## config.mk

```make
export PLATFORM = sky130hd
export DESIGN_NAME = eidle_infer
export DESIGN_NICKNAME = d
export VERILOG_FILES = /design/src/rtl/eidle_infer_pkg.sv /design/src/rtl/eidle_infer_ctrl.sv /design/src/rtl/eidle_infer_dp.sv /design/src/rtl/eidle_infer.sv
export SDC_FILE = /design/constraint.sdc
export NUM_CORES = 1
export LEC_CHECK = 0
export ABC_AREA = 1
export BUFFER_PORTS_ARGS = -buffer_cell sky130_fd_sc_hd__buf_2
export CORE_ASPECT_RATIO = 1.25
export CORE_MARGIN = 8
export CORE_UTILIZATION = 60
export DETAILED_ROUTE_END_ITERATION = 10
export PLACE_DENSITY_LB_ADDON = 0.12
export REMOVE_ABC_BUFFERS = 1
export SYNTH_ARGS = -nofsm -noshare
export SYNTH_HDL_FRONTEND = slang
export SYNTH_SLANG_ARGS = --single-unit
```

## constraint.sdc

```tcl
create_clock -name clk -period 4.75 [get_ports clk]
set_input_delay 0.95 -clock clk [delete_from_list [all_inputs] [get_ports clk]]
set_output_delay 0.95 -clock clk [all_outputs]
set_load 0.005 [all_outputs]
```

## src/rtl/eidle_infer_pkg.sv

```systemverilog
package eidle_infer_pkg;

  typedef enum logic [2:0] {
    MODE_SQUELCH,
    MODE_EIOS,
    MODE_TS,
    MODE_COM,
    MODE_OFF
  } inferMode_e;

  typedef struct packed {
    inferMode_e mode;
    logic       restart;
    logic       winEnd;
  } inferStb_t;

  localparam logic [7:0] SYM_COM = 8'hBC;
  localparam logic [7:0] SYM_TS1_ID = 8'h4A;
  localparam logic [7:0] SYM_TS2_ID = 8'h45;
  localparam int TS_LEN = 16;
  localparam int TS_ID_FIRST = 7;

endpackage

```

## src/rtl/eidle_infer_ctrl.sv

```systemverilog
module eidle_infer_ctrl
  import eidle_infer_pkg::*;
#(
  parameter int TS_WIN_CYC       = 128,
  parameter int COM_WIN_GEN1_CYC = 200,
  parameter int COM_WIN_GEN2_CYC = 1600,
  parameter int LOOP_WIN_CYC     = 32000
) (
  input  logic       clk,
  input  logic       rstN,
  input  logic       enable,
  input  logic [2:0] sel,
  input  logic       gen2,
  output inferStb_t  stb
);

  localparam int MAX_A = (TS_WIN_CYC > COM_WIN_GEN1_CYC) ? TS_WIN_CYC : COM_WIN_GEN1_CYC;
  localparam int MAX_B = (COM_WIN_GEN2_CYC > LOOP_WIN_CYC) ? COM_WIN_GEN2_CYC : LOOP_WIN_CYC;
  localparam int MAX_WIN = (MAX_A > MAX_B) ? MAX_A : MAX_B;
  localparam int CW = $clog2(MAX_WIN + 1);

  logic [2:0]    prevSel;
  logic          prevGen2;
  logic [CW-1:0] cnt;
  logic [CW-1:0] winLen;
  inferMode_e    mode;
  logic          timed;
  logic          changed;
  logic          restart;
  logic          winEnd;

  always_comb begin
    mode   = MODE_OFF;
    winLen = CW'(TS_WIN_CYC);
    if (!enable) begin
      mode = MODE_SQUELCH;
    end else if (!sel[2]) begin
      mode = MODE_EIOS;
    end else begin
      case (sel[1:0])
        2'b01: begin
          mode   = MODE_TS;
          winLen = CW'(TS_WIN_CYC);
        end
        2'b10: begin
          mode   = MODE_COM;
          winLen = gen2 ? CW'(COM_WIN_GEN2_CYC) : CW'(COM_WIN_GEN1_CYC);
        end
        2'b11: begin
          if (!gen2) begin
            mode   = MODE_COM;
            winLen = CW'(LOOP_WIN_CYC);
          end
        end
        default: mode = MODE_OFF;
      endcase
    end
  end

  assign timed   = (mode == MODE_TS) || (mode == MODE_COM);
  assign changed = (sel != prevSel) || (gen2 != prevGen2);
  assign restart = changed || !timed;
  assign winEnd  = !restart && (cnt == winLen - CW'(1));

  always_ff @(posedge clk) begin
    if (!rstN) begin
      prevSel  <= '0;
      prevGen2 <= 1'b0;
      cnt      <= '0;
    end else begin
      prevSel  <= sel;
      prevGen2 <= gen2;
      if (restart || winEnd) cnt <= '0;
      else                   cnt <= cnt + CW'(1);
    end
  end

  assign stb = '{mode: mode, restart: restart, winEnd: winEnd};

endmodule

```

## src/rtl/eidle_infer_dp.sv

```systemverilog
module eidle_infer_dp
  import eidle_infer_pkg::*;
#(
  parameter int COM_MIN = 4
) (
  input  logic      clk,
  input  logic      rstN,
  input  inferStb_t stb,
  input  logic [7:0] symData,
  input  logic      symK,
  input  logic      symValid,
  input  logic      eiosDet,
  input  logic      sigDet,
  output logic      elecIdle
);

  localparam int CCW = $clog2(COM_MIN + 1);
  localparam int IW  = $clog2(TS_LEN);

  logic           isCom;
  logic [CCW-1:0] comCnt;
  logic [CCW-1:0] comSum;
  logic           tsSeen;
  logic           tsHit;
  logic [IW-1:0]  idx;
  logic [IW-1:0]  idxNext;
  logic           tsKind;
  logic           kindNext;
  logic           idMatch;
  logic           idleReg;

  assign isCom = symValid && symK && (symData == SYM_COM);

  always_comb begin
    if (isCom && comCnt != CCW'(COM_MIN)) comSum = comCnt + CCW'(1);
    else                                   comSum = comCnt;
  end

  always_comb begin
    idxNext  = idx;
    kindNext = tsKind;
    tsHit    = 1'b0;
    idMatch  = 1'b0;
    if (symValid) begin
      if (idx == '0) begin
        if (isCom) idxNext = IW'(1);
      end else if (idx < IW'(TS_ID_FIRST)) begin
        idxNext = idx + IW'(1);
      end else begin
        if (idx == IW'(TS_ID_FIRST)) begin
          idMatch  = !symK && (symData == SYM_TS1_ID || symData == SYM_TS2_ID);
          kindNext = (symData == SYM_TS2_ID);
        end else begin
          idMatch = !symK && (symData == (tsKind ? SYM_TS2_ID : SYM_TS1_ID));
        end
        if (!idMatch)                       idxNext = isCom ? IW'(1) : '0;
        else if (idx == IW'(TS_LEN - 1)) begin
          tsHit   = 1'b1;
          idxNext = '0;
        end else                            idxNext = idx + IW'(1);
      end
    end
  end

  always_ff @(posedge clk) begin
    if (!rstN || stb.restart) begin
      comCnt  <= '0;
      tsSeen  <= 1'b0;
      idx     <= '0;
      tsKind  <= 1'b0;
      idleReg <= 1'b0;
    end else begin
      idx    <= idxNext;
      tsKind <= kindNext;
      if (stb.winEnd) begin
        comCnt  <= '0;
        tsSeen  <= 1'b0;
        idleReg <= (stb.mode == MODE_COM) ? (comSum < CCW'(COM_MIN)) : !(tsSeen || tsHit);
      end else begin
        comCnt <= comSum;
        tsSeen <= tsSeen || tsHit;
      end
    end
  end

  always_comb begin
    case (stb.mode)
      MODE_SQUELCH:     elecIdle = !sigDet;
      MODE_EIOS:        elecIdle = eiosDet;
      MODE_TS, MODE_COM: elecIdle = idleReg;
      default:          elecIdle = 1'b0;
    endcase
  end

endmodule

```

## src/rtl/eidle_infer.sv

```systemverilog
module eidle_infer
  import eidle_infer_pkg::*;
#(
  parameter int TS_WIN_CYC       = 128,
  parameter int COM_WIN_GEN1_CYC = 200,
  parameter int COM_WIN_GEN2_CYC = 1600,
  parameter int LOOP_WIN_CYC     = 32000,
  parameter int COM_MIN          = 4
) (
  input  logic       clk,
  input  logic       rstN,
  input  logic       enable,
  input  logic [2:0] sel,
  input  logic       gen2,
  input  logic [7:0] symData,
  input  logic       symK,
  input  logic       symValid,
  input  logic       eiosDet,
  input  logic       sigDet,
  output logic       elecIdle
);

  inferStb_t stb;
  logic      winEnd;

  assign winEnd = stb.winEnd;

  eidle_infer_ctrl #(
    .TS_WIN_CYC      (TS_WIN_CYC),
    .COM_WIN_GEN1_CYC(COM_WIN_GEN1_CYC),
    .COM_WIN_GEN2_CYC(COM_WIN_GEN2_CYC),
    .LOOP_WIN_CYC    (LOOP_WIN_CYC)
  ) u_ctrl (
    .clk   (clk),
    .rstN  (rstN),
    .enable(enable),
    .sel   (sel),
    .gen2  (gen2),
    .stb   (stb)
  );

  eidle_infer_dp #(
    .COM_MIN(COM_MIN)
  ) u_dp (
    .clk     (clk),
    .rstN    (rstN),
    .stb     (stb),
    .symData (symData),
    .symK    (symK),
    .symValid(symValid),
    .eiosDet (eiosDet),
    .sigDet  (sigDet),
    .elecIdle(elecIdle)
  );

endmodule

```

Word-level counts from Yosys, hierarchy flattened
Cells that the tools add are included.

Add/sub/neg operators: 4. $lt $le $gt $ge: 2. Eq/ne operators: 17. Mux-type cells: 28. Bitwise gates (word level): 3. Reductions and logical operators: 26.

Operators by type and width (number): 15-bit 2-to-1 mux (3); 15-bit case mux with 2 select lines (1); 4-bit 2-to-1 mux (6); 8-bit by 7-bit equality test with 1-bit output (second input constant) (2); 15-bit by 1-bit adder with 15-bit output (second input constant) (1); 15-bit equality test (1); 15-bit by 1-bit subtractor with 15-bit output (second input constant) (1); 3-bit 2-to-1 mux (4); 1-bit 2-to-1 mux (11); 11-bit 2-to-1 mux (1); 3-bit case mux with 3 select lines (1); 8-bit equality test (1); 8-bit equality test (second input constant) (1); 1-bit logical OR (7); 3-bit by 2-bit equality test with 1-bit output (second input constant) (2); 1-bit logical AND (6); 1-bit zero test (6); 2-bit OR reduction (3); 4-bit by 1-bit adder with 4-bit output (second input constant) (1); 2-bit equality test (second input constant) (2); 4-bit by 3-bit equality test with 1-bit output (second input constant) (1); 4-bit equality test (second input constant) (1); 4-bit zero test (1); 4-bit by 3-bit < comparator with 1-bit output (second input constant) (1); other kinds (13) (15).

Register bits after elaboration: 29.

Logic depth before layout (Yosys ltp)
Gate-level depths: netlist of run 1.

Depth in word-level cells: 14. Gate-level depth with buffers: 14.

Cells and area by module
From an unflattened synthesis of run 1, not the netlist that was laid out.

Cells, all modules: 313. Area total of the unflattened synthesis: 2039.5 um^2.

By module, submodules not included: eidle_infer_ctrl (times used 1, cells each 185, area an instance 1273.7 um^2); eidle_infer_dp (times used 1, cells each 128, area an instance 765.7 um^2).

Worst setup path before layout of run 1
No wires, ideal clock.

Path kind: input port to output port. Start: input port gen2. End: output port elecIdle. Arrival: 1648 ps. Data required time: 3800 ps. Setup slack: 2152 ps. Stages: 6. Buffers on the path: 1. Cell sequence: buf_2 nand2_1 o21ai_2 nor2_2 a221oi_1 inv_1.

Word-level cells in the longest chain between the ends: 7.

Ends and longest elaborated chain: start: declaration (line eidle_infer.sv:14) `input logic gen2,`; 3-bit 2-to-1 mux * (line eidle_infer_ctrl.sv:50) `if (!gen2) begin`; 3-bit case mux with 3 select lines * (line eidle_infer_ctrl.sv:40) `case (sel[1:0])`; 3-bit 2-to-1 mux * (line eidle_infer_ctrl.sv:37) `end else if (!sel[2]) begin`; 3-bit 2-to-1 mux * (line eidle_infer_ctrl.sv:35) `if (!enable) begin`; 3-bit by 2-bit equality test with 1-bit output (line eidle_infer_dp.sv:87) `case (stb.mode)`; 2-bit OR reduction (line eidle_infer_dp.sv:87); 1-bit case mux with 3 select lines * (line eidle_infer_dp.sv:87); end: declaration (line eidle_infer.sv:20) `output logic elecIdle`.

Mark *: on every way between the ends. The rest lies on a longest branch, timed or not.

Worst setup path after layout of run 1
Same ends and word-level chain as after synthesis.

==> flow_summary.html, run 1 <==
<table>
<tr><th>Metric</th><th>Value</th></tr>
<tr><th colspan="2">Die</th></tr>
<tr><td>Std-Cell Rows</td><td>23</td></tr>
<tr><td>Die X</td><td>66.7 µm</td></tr>
<tr><td>Initial core utilization</td><td>roughly three fifths</td></tr>
<tr><td>Number of ports placed on the die boundary</td><td>20</td></tr>
<tr><td>Total Die Area</td><td>5290 µm²</td></tr>
<tr><td>Die height</td><td>just under 80 µm</td></tr>
<tr><td>Core Box Area</td><td>3140 µm²</td></tr>
<tr><th colspan="2">Critical path</th></tr>
<tr><td>Reg2Reg Setup Slack</td><td>slightly above 3 ns</td></tr>
<tr><td>Critical Path Most Common Cell</td><td>buf_2</td></tr>
<tr><td>Number of buffer and inverter stages on the critical path</td><td>3</td></tr>
<tr><td>Worst-case reg-to-reg path depth</td><td>12</td></tr>
<tr><td>Arrival time at the worst endpoint</td><td>1.82 ns</td></tr>
<tr><td>Startpoint of the lowest-slack register-to-register path</td><td>u_ctrl.cnt[0]</td></tr>
<tr><td>Crit-path max FO</td><td>9</td></tr>
<tr><td>CP delay by family, top</td><td>compound AO/OA/AOI/OAI gates</td></tr>
<tr><td>Kind of start point of the critical path</td><td>input port</td></tr>
<tr><td>Crit path max-delay cell type</td><td>a221oi_1</td></tr>
<tr><td>Worst path max stage delay</td><td>0.25 ns</td></tr>
<tr><td>Required time reported for the critical path endpoint</td><td>3.80 ns</td></tr>
<tr><td>Path type of the worst setup path</td><td>in -&gt; out</td></tr>
<tr><td>Type of destination of the critical path</td><td>output port</td></tr>
<tr><td>Cells along the critical path</td><td>buf_2, nand2_1, o21ai_2, nor2_2, a221oi_1, inv_1, buf_2</td></tr>
<tr><td>End of the worst register-to-register path</td><td>u_ctrl.cnt[14]</td></tr>
<tr><th colspan="2">Clock tree</th></tr>
<tr><td>Buffers from clock root to sink, at most</td><td>2</td></tr>
<tr><td>Clk slew on worst S/H paths</td><td>0.06 ns</td></tr>
<tr><td>Number of gates resized after cts</td><td>0</td></tr>
<tr><td>Num CTS Buffers</td><td>5</td></tr>
<tr><td>Hold bufs inserted after CTS</td><td>0</td></tr>
<tr><td>Postcts setup bufs</td><td>0</td></tr>
<tr><td>Count of H-tree levels built during CTS</td><td>2</td></tr>
<tr><td>Clk root buf</td><td>clkbuf_8</td></tr>
<tr><td>CTS tree</td><td>built</td></tr>
<tr><td>Sinks on Clock Net</td><td>29</td></tr>
<tr><td>Insertion delay to the later sink of the worst-skew pair</td><td>around 0.28 ns</td></tr>
<tr><th colspan="2">Drt</th></tr>
<tr><td>Routed length per placed instance</td><td>11.0 µm</td></tr>
<tr><td>Wirelength, routed</td><td>3840 µm</td></tr>
<tr><td>Via-per-instance ratio</td><td>5.08</td></tr>
<tr><td>Number of remaining DRC errors</td><td>0</td></tr>
<tr><td>Count of TritonRoute iterations in the first routing pass</td><td>4</td></tr>
<tr><td>Initial DRC count</td><td>78</td></tr>
<tr><td>Number of nets with antenna violations after detailed routing</td><td>0</td></tr>
<tr><td>Count of vias placed by the detailed router</td><td>1773</td></tr>
<tr><th colspan="2">Timing</th></tr>
<tr><td>Shortest period the worst path allows</td><td>2.77 ns</td></tr>
<tr><td>Count of final hold-check violations</td><td>0</td></tr>
<tr><td>Final sum of negative setup slack</td><td>0 ns</td></tr>
<tr><td>Fin Clk Skew</td><td>0.00153 ns</td></tr>
<tr><td>Final number of max-transition violations</td><td>0</td></tr>
<tr><td>Final Cycle Share</td><td>58.2%</td></tr>
<tr><td>F_max</td><td>362 MHz</td></tr>
<tr><td>Final setup violation count</td><td>0</td></tr>
<tr><td>Worst slew margin relative to its limit</td><td>about 78%</td></tr>
<tr><td>Least-Margin Pin Slew</td><td>~0.33 ns</td></tr>
<tr><td>RSZ-0062 raised after global routing</td><td>no</td></tr>
<tr><th colspan="2">Placed design</th></tr>
<tr><td>Placer congestion estimate</td><td>0.872</td></tr>
<tr><td>Number of buffers inserted by port buffering</td><td>19</td></tr>
<tr><td>Detail Placement HPWL</td><td>about 3100 µm</td></tr>
<tr><td>Post-placement cell count</td><td>341</td></tr>
<tr><th colspan="2">Cells and area</th></tr>
<tr><td>Fill cell count</td><td>312</td></tr>
<tr><td>Number of antenna cells inserted</td><td>0</td></tr>
<tr><td>Area grow syn2layout</td><td>10.1%</td></tr>
<tr><td>Layout Utilization</td><td>67.6%</td></tr>
<tr><td>Number of nets in the layout</td><td>around 340</td></tr>
<tr><td>Layout Cells excl Fill</td><td>roughly 350</td></tr>
<tr><td>Proportion of layout cells with a drive suffix above 1</td><td>18.6%</td></tr>
<tr><th colspan="2">Synthesis</th></tr>
<tr><td>Netlist cell types</td><td>33</td></tr>
<tr><td>Synthesized-area fraction occupied by xor and xnor cells</td><td>4.55%</td></tr>
<tr><td>Cells taking the most area after synthesis</td><td>dfxtp_1 (30%), nand2_1 (12%), inv_1 (9.4%), nor2_1 (6.2%), nand3_1 (6.0%)</td></tr>
<tr><td>Cell area after synthesis</td><td>1930 µm²</td></tr>
<tr><td>Complex-gate fraction of the synthesized area</td><td>7.73%</td></tr>
<tr><td>Share of the synthesized area in the top cell type</td><td>30.1%</td></tr>
<tr><td>Count of mapped cells out of synthesis</td><td>about 290</td></tr>
<tr><td>Proportion of synthesized area in mux cells</td><td>0%</td></tr>
<tr><td>Average size of a mapped cell</td><td>6.67 µm²</td></tr>
<tr><td>Fraction of the mapped netlist area in adder cells</td><td>3.90%</td></tr>
<tr><td>Yosys top cell by area</td><td>dfxtp_1</td></tr>
<tr><td>Number of warnings issued by yosys</td><td>0</td></tr>
<tr><td>Post-synthesis simple-gate area fraction</td><td>42.2%</td></tr>
<tr><td>Combinational family with the most area after synthesis</td><td>simple AND/OR/NAND/NOR gates</td></tr>
<tr><td>Flops &amp; latches, synth</td><td>29</td></tr>
<tr><td>Sequential share of the synthesized area</td><td>30.1%</td></tr>
<tr><th colspan="2">GRT</th></tr>
<tr><td>Largest net degree at the start of global routing</td><td>19</td></tr>
<tr><td>Residual overflow from global routing</td><td>0</td></tr>
<tr><td>Via count of the first global-routing pass</td><td>about 1.7k</td></tr>
<tr><td>Wire length of the first global-routing pass</td><td>6840 µm</td></tr>
<tr><td>Initial antenna violation count</td><td>0</td></tr>
<tr><td>Total Routing Usage GR</td><td>16.2%</td></tr>
<tr><th colspan="2">Worst hold path</th></tr>
<tr><td>Endpoint, Worst Hold</td><td>u_ctrl.cnt[0]</td></tr>
<tr><td>Worst Min Path Start</td><td>u_ctrl.cnt[0]</td></tr>
<tr><td>Instance count along the most critical hold path</td><td>1</td></tr>
<tr><td>Kind of path behind the tightest hold check</td><td>reg -&gt; reg</td></tr>
<tr><th colspan="2">Power and ir drop</th></tr>
<tr><td>Max rail drop VDD</td><td>0.000218 V</td></tr>
<tr><td>Lkg Pwr</td><td>slightly above 0.9 nW</td></tr>
<tr><td>Ratio of total power to cell area</td><td>226 nW/µm²</td></tr>
<tr><th colspan="2">Status</th></tr>
<tr><td>Outcome</td><td>finished, final reports clean</td></tr>
<tr><th colspan="2">Flow run</th></tr>
<tr><td>Number of max-capacitance violations reported</td><td>0</td></tr>
</table>
## where the power goes
group          leakage (nW)  internal (W)  switching (W)
clock                0.0450      0.000101      0.0000903
combinational         0.643     0.0000159      0.0000255
sequential            0.235      0.000245     0.00000102
total                 0.923      0.000362       0.000117
## sequential cells by signal, indices dropped and copies added, names as in the netlist
| register | count |
|---|---|
| u_ctrl.cnt | 15 |
| u_dp.idleReg | 1 |
| u_ctrl.prevSel | 3 |
| u_dp.tsSeen | 1 |
| u_dp.idx | 4 |
| u_dp.comCnt | 3 |
| u_ctrl.prevGen2 | 1 |
| u_dp.tsKind | 1 |
## cell usage after synthesis
cell type / count
clkbuf_2: 1
nor2_1: 32
nand2_4: 1
a21oi_2: 4
nand3_2: 2
o211ai_1: 1
a31oi_1: 4
or2_4: 1
buf_8: 1
nor2_2: 10
nor2_4: 3
nor3_4: 1
xor2_1: 5
nand2b_1: 1
o21ai_0: 2
nand3b_1: 2
or2_2: 1
ha_1: 6
nand4_1: 9
xnor2_1: 5
nand3_1: 23
nand2_1: 64
nand4_2: 1
buf_2: 2
inv_1: 48
nor3_1: 8
o21ai_2: 2
inv_2: 3
nand2_2: 3
dfxtp_1: 29
a21oi_1: 9
nor3b_1: 4
a221oi_1: 1
## how the worst max path moves through the flow
stage	from	endpoint	slack, ns	cells past startpoint
3_3_place_gp	sel[2]	u_ctrl.cnt[14]	1.94	15
2_1_floorplan	enable	u_ctrl.cnt[14]	2.24	14
3_5_place_dp	sel[2]	u_ctrl.cnt[14]	1.91	15
4_1_cts	gen2	elecIdle	1.98	7
6_report	gen2	elecIdle	1.98	7
5_1_grt	gen2	elecIdle	1.90	7
## layout by cell type (no fill, tap or decap), types with 2 or more instances in the layout
| cell | count |
|---|---|
| nand2_1 | 64 |
| inv_2 | 3 |
| nor3b_1 | 4 |
| buf_2 | 19 |
| nand3_1 | 23 |
| o21ai_2 | 2 |
| xor2_1 | 5 |
| nor2_1 | 32 |
| nand3b_1 | 2 |
| a31oi_1 | 4 |
| a21oi_1 | 9 |
| nor3_1 | 8 |
| clkinv_2 | 2 |
| inv_1 | 48 |
| nand4_1 | 9 |
| o21ai_0 | 2 |
| nand3_2 | 2 |
| dfxtp_1 | 29 |
| a21oi_2 | 4 |
| xnor2_1 | 5 |
| clkbuf_8 | 5 |
| nand2_2 | 3 |
| nor2_2 | 10 |
| ha_1 | 6 |
| nor2_4 | 3 |
## final cells by class
type                            count  area, µm²  share of cell area [%]
Clock inverter                      2       10.0                   0.472
Inverter                           51        191                    9.03
Clock buffer                        6       72.6                    3.42
Timing Repair Buffer               19       95.1                    4.48
Sequential cell                    29        581                    27.4
Tap cell                           37       46.3                    2.18
Multi-Input combinational cell    205       1120                    53.0
## through the flow
| stage | total power (W) | hold slack (ns) | worst slack [ns] | instance area [µm²] |
|---|---|---|---|---|
| after CTS | 0.000486 | 0.466 | 1.98 | 2120 |
| after detailed placement | 0.000293 | 0.451 | 1.91 | 2040 |
| after floorplan | 0.000275 | 0.428 | 2.24 | 1900 |
| final | 0.000479 | 0.462 | 1.98 | 2120 |
| after global routing | 0.000502 | 0.480 | 1.90 | 2120 |
| after global placement | 0.000293 | 0.444 | 1.94 | 2040 |
## metal layers
layer | wire length (µm) | GRT usage (%) | vias to the layer above
li1 | - | - | 961
met1 | 1540 | 16.4 | 773
met5 | 0 | 0 | -
met2 | 1990 | 28.5 | 27
met3 | 197 | 5.34 | 12
met4 | 115 | 8.35 | 0
## cell families (layout without fill, tap and decap cells)
logic type,count (synthesis),count (layout)
AO/OA/AOI/OAI,23,23
XOR/XNOR,10,10
adder cells (fa/ha/maj),6,6
buffers and inverters,55,78
flip-flops,29,29
AND/OR/NAND/NOR,166,166
No activity file was read; power rests on OpenSTA's default activity.
==> run 2, diff against run 1 <==
Settings changed: ABC_AREA 1 to 0, CORE_UTILIZATION 60 to 57.
Clock period 4.75 ns to 2.85 ns, I/O delays scaled along.
==> run 2 against run 1 <==
Synthesized cell count decreased by 33%. Final cell count decreased by 26%. Highest routed layer unchanged. Non-clock buffer count grew 2. Critical path depth up 2. Hold slack got worse by 0.0010 ns. Worst setup slack got worse by 1.4 ns. Cell area shrank 9.4%. Sequential power grew 66%. Global-route usage down 1.5 points. Clock-buffer cell count up 2.
==> flow_summary.html, run 2 <==
<table>
<tr><th>Metric</th><th>Value</th></tr>
<tr><th colspan="2">Status</th></tr>
<tr><td>Outcome</td><td>finished, final reports clean</td></tr>
<tr><th colspan="2">Die</th></tr>
<tr><td>Total Die Area</td><td>5090 µm² (-3.8%)</td></tr>
<tr><td>Number of ports placed on the die boundary</td><td>20 (unchanged)</td></tr>
<tr><td>Initial core utilization</td><td>59.7% (-1.7 points)</td></tr>
<tr><td>Core Box Area</td><td>2920 µm² (-7.0%)</td></tr>
<tr><td>Std-Cell Rows</td><td>22 (-4.3%)</td></tr>
<tr><td>Die X</td><td>65.4 µm (-1.9%)</td></tr>
<tr><td>Die height</td><td>77.8 µm (-2.0%)</td></tr>
<tr><th colspan="2">Clock tree</th></tr>
<tr><td>CTS tree</td><td>built</td></tr>
<tr><td>Sinks on Clock Net</td><td>29 (unchanged)</td></tr>
<tr><td>Number of gates resized after cts</td><td>0 (unchanged)</td></tr>
<tr><td>Buffers from clock root to sink, at most</td><td>2 (unchanged)</td></tr>
<tr><td>Count of H-tree levels built during CTS</td><td>2 (unchanged)</td></tr>
<tr><td>Clk root buf</td><td>clkbuf_4</td></tr>
<tr><td>Hold bufs inserted after CTS</td><td>0 (unchanged)</td></tr>
<tr><td>Insertion delay to the later sink of the worst-skew pair</td><td>0.34 ns (+0.06 ns)</td></tr>
<tr><td>Postcts setup bufs</td><td>0 (unchanged)</td></tr>
<tr><td>Clk slew on worst S/H paths</td><td>0.08 ns (+0.02 ns)</td></tr>
<tr><td>Num CTS Buffers</td><td>5 (unchanged)</td></tr>
<tr><th colspan="2">Drt</th></tr>
<tr><td>Count of vias placed by the detailed router</td><td>1420 (-20%)</td></tr>
<tr><td>Count of TritonRoute iterations in the first routing pass</td><td>4 (unchanged)</td></tr>
<tr><td>Number of nets with antenna violations after detailed routing</td><td>0 (unchanged)</td></tr>
<tr><td>Wirelength, routed</td><td>3470 µm (-9.6%)</td></tr>
<tr><td>Number of remaining DRC errors</td><td>0 (unchanged)</td></tr>
<tr><td>Routed length per placed instance</td><td>13.5 µm (+23%)</td></tr>
<tr><td>Initial DRC count</td><td>69 (-12%)</td></tr>
<tr><td>Via-per-instance ratio</td><td>5.53 (+8.8%)</td></tr>
<tr><th colspan="2">Cells and area</th></tr>
<tr><td>Layout Utilization</td><td>65.8% (-1.8 points)</td></tr>
<tr><td>Commonest cells after routing, fill and taps aside</td><td>dfxtp_1 (29), nor2_1 (19), buf_2 (19)</td></tr>
<tr><td>Number of nets in the layout</td><td>245 (-27%)</td></tr>
<tr><td>Number of antenna cells inserted</td><td>0 (unchanged)</td></tr>
<tr><td>Area grow syn2layout</td><td>10.3%</td></tr>
<tr><td>Max FFs per register</td><td>15 (unchanged)</td></tr>
<tr><td>Layout Cells excl Fill</td><td>257 (-26%)</td></tr>
<tr><td>Register with the most flip-flops</td><td>u_ctrl.cnt</td></tr>
<tr><td>Largest regs</td><td>u_ctrl.cnt x15, u_dp.idx x4</td></tr>
<tr><td>Proportion of layout cells with a drive suffix above 1</td><td>22.2% (+3.6 points)</td></tr>
<tr><td>Commonest non-fill, non-tap cell in the layout</td><td>dfxtp_1</td></tr>
<tr><th colspan="2">Timing</th></tr>
<tr><td>Shortest period the worst path allows</td><td>2.22 ns</td></tr>
<tr><td>Final setup violation count</td><td>0 (unchanged)</td></tr>
<tr><td>Count of final hold-check violations</td><td>0 (unchanged)</td></tr>
<tr><td>Final sum of negative setup slack</td><td>0 ns (unchanged)</td></tr>
<tr><td>Worst hold margin</td><td>0.461 ns (-0.00104 ns)</td></tr>
<tr><td>Least-Margin Pin Slew</td><td>0.582 ns (+0.254 ns)</td></tr>
<tr><td>RSZ-0062 raised after global routing</td><td>no</td></tr>
<tr><td>F_max</td><td>451 MHz</td></tr>
<tr><td>Final number of max-transition violations</td><td>0 (unchanged)</td></tr>
<tr><td>Worst slew margin relative to its limit</td><td>60.9% (-17 points)</td></tr>
<tr><td>Final Cycle Share</td><td>77.9%</td></tr>
<tr><td>Fin Clk Skew</td><td>0.00919 ns (+0.00766 ns)</td></tr>
<tr><th colspan="2">Placed design</th></tr>
<tr><td>Number of buffers inserted by port buffering</td><td>19 (unchanged)</td></tr>
<tr><td>Detail Placement HPWL</td><td>2590 µm (-17%)</td></tr>
<tr><td>Post-placement cell count</td><td>249 (-27%)</td></tr>
<tr><td>Placer congestion estimate</td><td>0.833 (-4.5%)</td></tr>
<tr><th colspan="2">Synthesis</th></tr>
<tr><td>Number of warnings issued by yosys</td><td>0 (unchanged)</td></tr>
<tr><td>Cell area after synthesis</td><td>1740 µm² (-9.6%)</td></tr>
<tr><td>Cells taking the most area after synthesis</td><td>dfxtp_1 (33%), xnor2_1 (5.0%), xor2_1 (4.5%), ha_1 (4.3%), nor2_1 (4.1%)</td></tr>
<tr><td>Dominant synthesized flop cell</td><td>dfxtp_1</td></tr>
<tr><td>Average size of a mapped cell</td><td>8.93 µm² (+34%)</td></tr>
<tr><td>Sequential share of the synthesized area</td><td>33.3% (+3.2 points)</td></tr>
<tr><td>Netlist cell types</td><td>44 (+33%)</td></tr>
<tr><td>Leading cell types by count after synthesis</td><td>dfxtp_1 (29), nor2_1 (19), nand2_1 (12)</td></tr>
<tr><td>Count of mapped cells out of synthesis</td><td>195 (-33%)</td></tr>
<tr><td>Flops &amp; latches, synth</td><td>29 (unchanged)</td></tr>
<tr><td>Share of the synthesized area in the top cell type</td><td>33.3% (+3.2 points)</td></tr>
<tr><td>EDFF count, synth</td><td>0 (unchanged)</td></tr>
<tr><td>Async S/R FF share, synth</td><td>0% (unchanged)</td></tr>
<tr><td>Most instantiated library cell after synthesis</td><td>dfxtp_1</td></tr>
<tr><td>Yosys top cell by area</td><td>dfxtp_1</td></tr>
<tr><th colspan="2">Power and ir drop</th></tr>
<tr><td>Internal power of the cells</td><td>0.000532 W (+47%)</td></tr>
<tr><td>Part of the power in the clock network</td><td>33.9% (-6.1 points)</td></tr>
<tr><td>Max rail drop VDD</td><td>0.000256 V (+18%)</td></tr>
<tr><td>Total power consumption of the routed design</td><td>0.000705 W (+47%)</td></tr>
<tr><td>Lkg Pwr</td><td>0.640 nW (-31%)</td></tr>
<tr><td>Sequential group share of total power</td><td>58.0% (+6.6 points)</td></tr>
<tr><td>Net load switching power</td><td>0.000172 W (+47%)</td></tr>
<tr><td>Net Sw Frac</td><td>24.4% (+0.066 points)</td></tr>
<tr><td>Gate power share</td><td>8.1% (-0.6 points)</td></tr>
<tr><td>Ratio of total power to cell area</td><td>367 nW/µm² (+62%)</td></tr>
<tr><th colspan="2">Critical path</th></tr>
<tr><td>Required time reported for the critical path endpoint</td><td>3.08 ns (-0.72 ns)</td></tr>
<tr><td>Path type of the worst setup path</td><td>in -&gt; reg</td></tr>
<tr><td>Arrival time at the worst endpoint</td><td>2.45 ns (+0.63 ns)</td></tr>
<tr><td>Crit-path max FO</td><td>19 (+10)</td></tr>
<tr><td>Worst-case reg-to-reg path depth</td><td>6 (-6)</td></tr>
<tr><td>Kind of start point of the critical path</td><td>input port</td></tr>
<tr><td>Type of destination of the critical path</td><td>flip-flop</td></tr>
<tr><th colspan="2">Flow run</th></tr>
<tr><td>Number of max-capacitance violations reported</td><td>0 (unchanged)</td></tr>
<tr><th colspan="2">GRT</th></tr>
<tr><td>Largest net degree at the start of global routing</td><td>20 (+1)</td></tr>
<tr><td>Total Routing Usage GR</td><td>14.8% (-1.5 points)</td></tr>
<tr><td>Residual overflow from global routing</td><td>0 (unchanged)</td></tr>
<tr><td>Wire length of the first global-routing pass</td><td>6020 µm (-12%)</td></tr>
<tr><td>Via count of the first global-routing pass</td><td>1434 (-17%)</td></tr>
<tr><td>Initial antenna violation count</td><td>0 (unchanged)</td></tr>
<tr><th colspan="2">Worst hold path</th></tr>
<tr><td>Instance count along the most critical hold path</td><td>1 (unchanged)</td></tr>
<tr><td>Kind of path behind the tightest hold check</td><td>reg -&gt; reg</td></tr>
</table>
run 2: cell types whose count changed after synthesis, moves of 4 or more:
cell | previous run | this run
a21oi_2 | 4 | 0
nand2_1 | 64 | 12
nand2b_1 | 1 | 5
nand3_1 | 23 | 9
nand4_1 | 9 | 5
inv_1 | 48 | 10
xor2_1 | 5 | 9
xnor2_1 | 5 | 10
and2_1 | 0 | 4
nor2_1 | 32 | 19
nor3b_1 | 4 | 0
a211oi_1 | 0 | 5
mux2i_1 | 0 | 6
run 2: routing by layer:
layer / vias to the layer above / GRT usage, % / share of wire (%)
met1: 654 / 15.6 / 43
met2: 17 / 25.2 / 50
met4: 0 / 8.97 / 2.4
met3: 7 / 4.02 / 4.1
li1: 742 / - / -
met5: - / 0 / 0
run 2: area by class of cell:
| cell class | instances | area (µm²) |
|---|---|---|
| Timing Repair Buffer | 21 | 123 |
| Fill cell | 247 | 997 |
| Tap cell | 36 | 45.0 |
| Multi-Input combinational cell | 153 | 1090 |
| Clock buffer | 8 | 48.8 |
| Sequential cell | 29 | 581 |
| Inverter | 10 | 37.5 |
run 2: worst max-delay path, stage by stage:
cell and delay [ns]:
buf_2 0.18, or3_1 0.39, ha_1 0.32, xnor2_1 0.13
nor3_1 0.23, o21ai_2 0.13, o31ai_4 0.23, buf_12 0.20
nor2_1 0.06
run 2: final timing paths:
kind | start | slack (ns) | to
worst max-delay path | sel[0] | 0.63 | u_ctrl.cnt[7]
worst min-delay path | u_ctrl.cnt[0] | 0.46 | u_ctrl.cnt[0]
worst max register to register | u_ctrl.cnt[3] | 1.01 | u_ctrl.cnt[7]
worst min register to register | u_ctrl.cnt[0] | 0.46 | u_ctrl.cnt[0]
run 2: metrics by stage:
step | worst slack (ns) | area, µm²
after floorplan | 0.200 | 1700
after global placement | 0.347 | 1870
after detailed placement | 0.308 | 1870
after CTS | 0.632 | 1920
after global routing | 0.504 | 1920
final | 0.630 | 1920
run 2: power by group through the flow:
stage | logic (W) | registers, W | clock network, W
floorplan | 0.0000279 | 0.000418 | 0
global placement | 0.0000547 | 0.000419 | 0
detailed placement | 0.0000566 | 0.000419 | 0
CTS | 0.0000571 | 0.000409 | 0.000250
global route | 0.0000627 | 0.000409 | 0.000262
finish | 0.0000569 | 0.000409 | 0.000239
run 2: cell families (layout without fill, tap and decap cells):
group                      Yosys count  in the layout  synth area share [%]
muxes                                6              6                  3.45
and+or+nand+nor                     91             91                  29.7
AOI/OAI and AO/OA                   30             30                  14.4
buffers and inverters               13             39                  4.31
adders and majority gates            6              6                  4.31
xor gates and xnor gates            20             20                  10.5
DFF                                 29             29                  33.3
==> run 3, diff against run 2 <==
Settings changed: CORE_UTILIZATION 57 to 52.
Clock period 2.85 ns to 1.8 ns, I/O delays scaled along.
==> run 3 against run 2 <==
Final cell count is 8.6% higher. Critical path type unchanged. Non-clock buffer count is 21 higher. Global-route usage is 2.6 points higher. Die area is 7.4% higher. Register-to-register slack worse by 1.1 ns. The flow now finishes with violations (negative setup slack). Cell area is 21% higher.
==> flow_summary.html, run 3 (synthesis gave the netlist of run 2 again) <==
<table>
<tr><th>Metric</th><th>Value</th></tr>
<tr><th colspan="2">Status</th></tr>
<tr><td>Outcome</td><td>finished with violations</td></tr>
<tr><td>Violated checks</td><td>negative setup slack</td></tr>
<tr><th colspan="2">Clock tree</th></tr>
<tr><td>Clk root buf</td><td>clkbuf_8</td></tr>
<tr><td>Count of H-tree levels built during CTS</td><td>2 (unchanged)</td></tr>
<tr><td>Sinks on Clock Net</td><td>29 (unchanged)</td></tr>
<tr><td>Clk slew on worst S/H paths</td><td>0.06 ns (-0.02 ns)</td></tr>
<tr><td>Buffers from clock root to sink, at most</td><td>2 (unchanged)</td></tr>
<tr><td>CTS tree</td><td>built</td></tr>
<tr><td>Insertion delay to the later sink of the worst-skew pair</td><td>0.29 ns (-0.05 ns)</td></tr>
<tr><td>Num CTS Buffers</td><td>5 (unchanged)</td></tr>
<tr><td>Hold bufs inserted after CTS</td><td>0 (unchanged)</td></tr>
<tr><th colspan="2">Placed design</th></tr>
<tr><td>Placer congestion estimate</td><td>0.864 (+3.7%)</td></tr>
<tr><td>Placed standard-cell area</td><td>1960 µm² (+4.5%)</td></tr>
<tr><td>Post-Place Worst Slack</td><td>-0.463 ns (-0.771 ns)</td></tr>
<tr><td>Detail Placement HPWL</td><td>2900 µm (+12%)</td></tr>
<tr><td>Number of buffers inserted by port buffering</td><td>19 (unchanged)</td></tr>
<tr><th colspan="2">Critical path</th></tr>
<tr><td>Arrival time at the worst endpoint</td><td>2.14 ns (-0.31 ns)</td></tr>
<tr><td>Type of destination of the critical path</td><td>flip-flop</td></tr>
<tr><td>Path type of the worst setup path</td><td>in -&gt; reg</td></tr>
<tr><td>Required time reported for the critical path endpoint</td><td>1.98 ns (-1.10 ns)</td></tr>
<tr><td>Reg2Reg Setup Slack</td><td>-0.11 ns (-1.12 ns)</td></tr>
<tr><td>Crit-path max FO</td><td>5 (-14)</td></tr>
<tr><td>End of the worst register-to-register path</td><td>u_dp.idleReg</td></tr>
<tr><td>Startpoint of the lowest-slack register-to-register path</td><td>u_ctrl.cnt[3]</td></tr>
<tr><td>Worst-case reg-to-reg path depth</td><td>6 (unchanged)</td></tr>
<tr><td>Kind of start point of the critical path</td><td>input port</td></tr>
<tr><th colspan="2">Timing</th></tr>
<tr><td>Least-Margin Pin Slew</td><td>0.410 ns (-0.172 ns)</td></tr>
<tr><td>Final setup violation count</td><td>21 (+21)</td></tr>
<tr><td>Worst slew margin relative to its limit</td><td>72.5% (+12 points)</td></tr>
<tr><td>F_max</td><td>509 MHz</td></tr>
<tr><td>Shortest period the worst path allows</td><td>1.97 ns</td></tr>
<tr><td>RSZ-0062 raised after global routing</td><td>yes</td></tr>
<tr><td>Final Cycle Share</td><td>109%</td></tr>
<tr><td>Final number of max-transition violations</td><td>0 (unchanged)</td></tr>
<tr><td>Count of final hold-check violations</td><td>0 (unchanged)</td></tr>
<tr><td>Fin Clk Skew</td><td>0.00562 ns (-0.00356 ns)</td></tr>
<tr><td>Worst hold margin</td><td>0.335 ns (-0.126 ns)</td></tr>
<tr><td>Setup WS post-layout</td><td>-0.165 ns (-0.796 ns)</td></tr>
<tr><th colspan="2">GRT</th></tr>
<tr><td>Initial antenna violation count</td><td>0 (unchanged)</td></tr>
<tr><td>Largest net degree at the start of global routing</td><td>12 (-40%)</td></tr>
<tr><td>Residual overflow from global routing</td><td>0 (unchanged)</td></tr>
<tr><td>Via count of the first global-routing pass</td><td>1655 (+15%)</td></tr>
<tr><td>Wire length of the first global-routing pass</td><td>7380 µm (+23%)</td></tr>
<tr><td>Total Routing Usage GR</td><td>17.3% (+2.6 points)</td></tr>
<tr><th colspan="2">Cells and area</th></tr>
<tr><td>Commonest cells after routing, fill and taps aside</td><td>dfxtp_1 (29), buf_4 (18), buf_2 (15)</td></tr>
<tr><td>Number of antenna cells inserted</td><td>0 (unchanged)</td></tr>
<tr><td>Max FFs per register</td><td>15 (unchanged)</td></tr>
<tr><td>Register with the most flip-flops</td><td>u_ctrl.cnt</td></tr>
<tr><td>Layout Utilization</td><td>72.9% (+7.1 points)</td></tr>
<tr><td>Largest regs</td><td>u_ctrl.cnt x15, u_dp.idx x4</td></tr>
<tr><td>Proportion of layout cells with a drive suffix above 1</td><td>36.8% (+15 points)</td></tr>
<tr><td>Final design instance area without fill</td><td>2330 µm² (+21%)</td></tr>
<tr><td>Number of nets in the layout</td><td>266 (+8.6%)</td></tr>
<tr><td>Commonest non-fill, non-tap cell in the layout</td><td>dfxtp_1</td></tr>
<tr><td>Area grow syn2layout</td><td>33.7%</td></tr>
<tr><th colspan="2">Die</th></tr>
<tr><td>Total Die Area</td><td>5470 µm² (+7.4%)</td></tr>
<tr><td>Die X</td><td>67.8 µm (+3.6%)</td></tr>
<tr><td>Die height</td><td>80.7 µm (+3.7%)</td></tr>
<tr><td>Number of ports placed on the die boundary</td><td>20 (unchanged)</td></tr>
<tr><td>Core Box Area</td><td>3190 µm² (+9.5%)</td></tr>
<tr><td>Std-Cell Rows</td><td>23 (+4.5%)</td></tr>
<tr><td>Initial core utilization</td><td>54.5% (-5.2 points)</td></tr>
<tr><th colspan="2">Drt</th></tr>
<tr><td>Count of TritonRoute iterations in the first routing pass</td><td>4 (unchanged)</td></tr>
<tr><td>Count of vias placed by the detailed router</td><td>1626 (+15%)</td></tr>
<tr><td>Via-per-instance ratio</td><td>5.83 (+5.5%)</td></tr>
<tr><td>Initial DRC count</td><td>119 (+72%)</td></tr>
<tr><td>Number of nets with antenna violations after detailed routing</td><td>0 (unchanged)</td></tr>
<tr><td>Number of remaining DRC errors</td><td>0 (unchanged)</td></tr>
<tr><td>Routed length per placed instance</td><td>16.8 µm (+24%)</td></tr>
<tr><td>Wirelength, routed</td><td>4690 µm (+35%)</td></tr>
<tr><th colspan="2">Power and ir drop</th></tr>
<tr><td>Total power consumption of the routed design</td><td>0.00131 W (+85%)</td></tr>
<tr><td>Max rail drop VDD</td><td>0.000509 V (+99%)</td></tr>
<tr><td>Lkg Pwr</td><td>0.802 nW (+25%)</td></tr>
<tr><td>Ratio of total power to cell area</td><td>561 nW/µm² (+53%)</td></tr>
<tr><th colspan="2">Worst hold path</th></tr>
<tr><td>Kind of path behind the tightest hold check</td><td>in -&gt; reg</td></tr>
<tr><td>Instance count along the most critical hold path</td><td>2 (+1)</td></tr>
<tr><td>Worst Min Path Start</td><td>rstN</td></tr>
<tr><td>Endpoint, Worst Hold</td><td>u_ctrl.prevSel[0]</td></tr>
<tr><th colspan="2">Flow run</th></tr>
<tr><td>Number of max-capacitance violations reported</td><td>0 (unchanged)</td></tr>
</table>
## run 3: repair_timing
action                     4_1_cts  5_1_grt
setup endpoints to repair       20       20
cloned                           2        1
gates resized for setup         24       20
pin swaps                        2       10
setup buffers                    7        1
## run 3: power by group
group / leakage [nW] / internal [W] / switching (W)
Combinational: 0.527 / 0.0000679 / 0.0000637
Clock: 0.0395 / 0.000274 / 0.000252
Sequential: 0.235 / 0.000647 / 0.00000195
## run 3: critical path: stages
cell	delay [ns]
buf_8	0.08
nand3_4	0.07
or3_4	0.35
ha_4	0.23
xnor2_2	0.14
nor3_2	0.14
o21ai_2	0.11
o31ai_4	0.32
buf_6	0.17
buf_12	0.13
nor2_2	0.04
## run 3: layout make-up
type                       instances  area (µm²)
clock buffer                       8        80.1
fill                             237         866
inverter                          10        37.5
multi-input combinational        153        1240
sequential                        29         581
tap                               37        46.3
timing repair buffer              42         344
## run 3: metal layers
metal | track usage (%) | vias up | part of all wire [%]
li1 | - | 789 | -
met4 | 8.39 | 0 | 2.1
met3 | 4.59 | 8 | 4.2
met1 | 18.9 | 788 | 38
met2 | 30.0 | 41 | 56
met5 | 0 | - | 0
## run 3: worst max path at each step
stage	from	to	slack, ns	depth (start not counted)
after CTS	enable	u_dp.idleReg	-0.12	10
after global placement	enable	u_dp.comCnt[0]	-0.40	10
after global routing	enable	u_dp.comCnt[0]	-0.20	11
after floorplan	enable	u_ctrl.cnt[10]	-0.64	8
final	enable	u_dp.comCnt[0]	-0.17	11
after detailed placement	enable	u_ctrl.cnt[8]	-0.46	10
## run 3: per-stage QoR
stage	std cells	setup TNS (ns)
floorplan	192	-12.06
global placement	261	-7.97
detailed placement	261	-9.01
CTS	278	-2.15
global route	279	-3.40
finish	279	-2.71
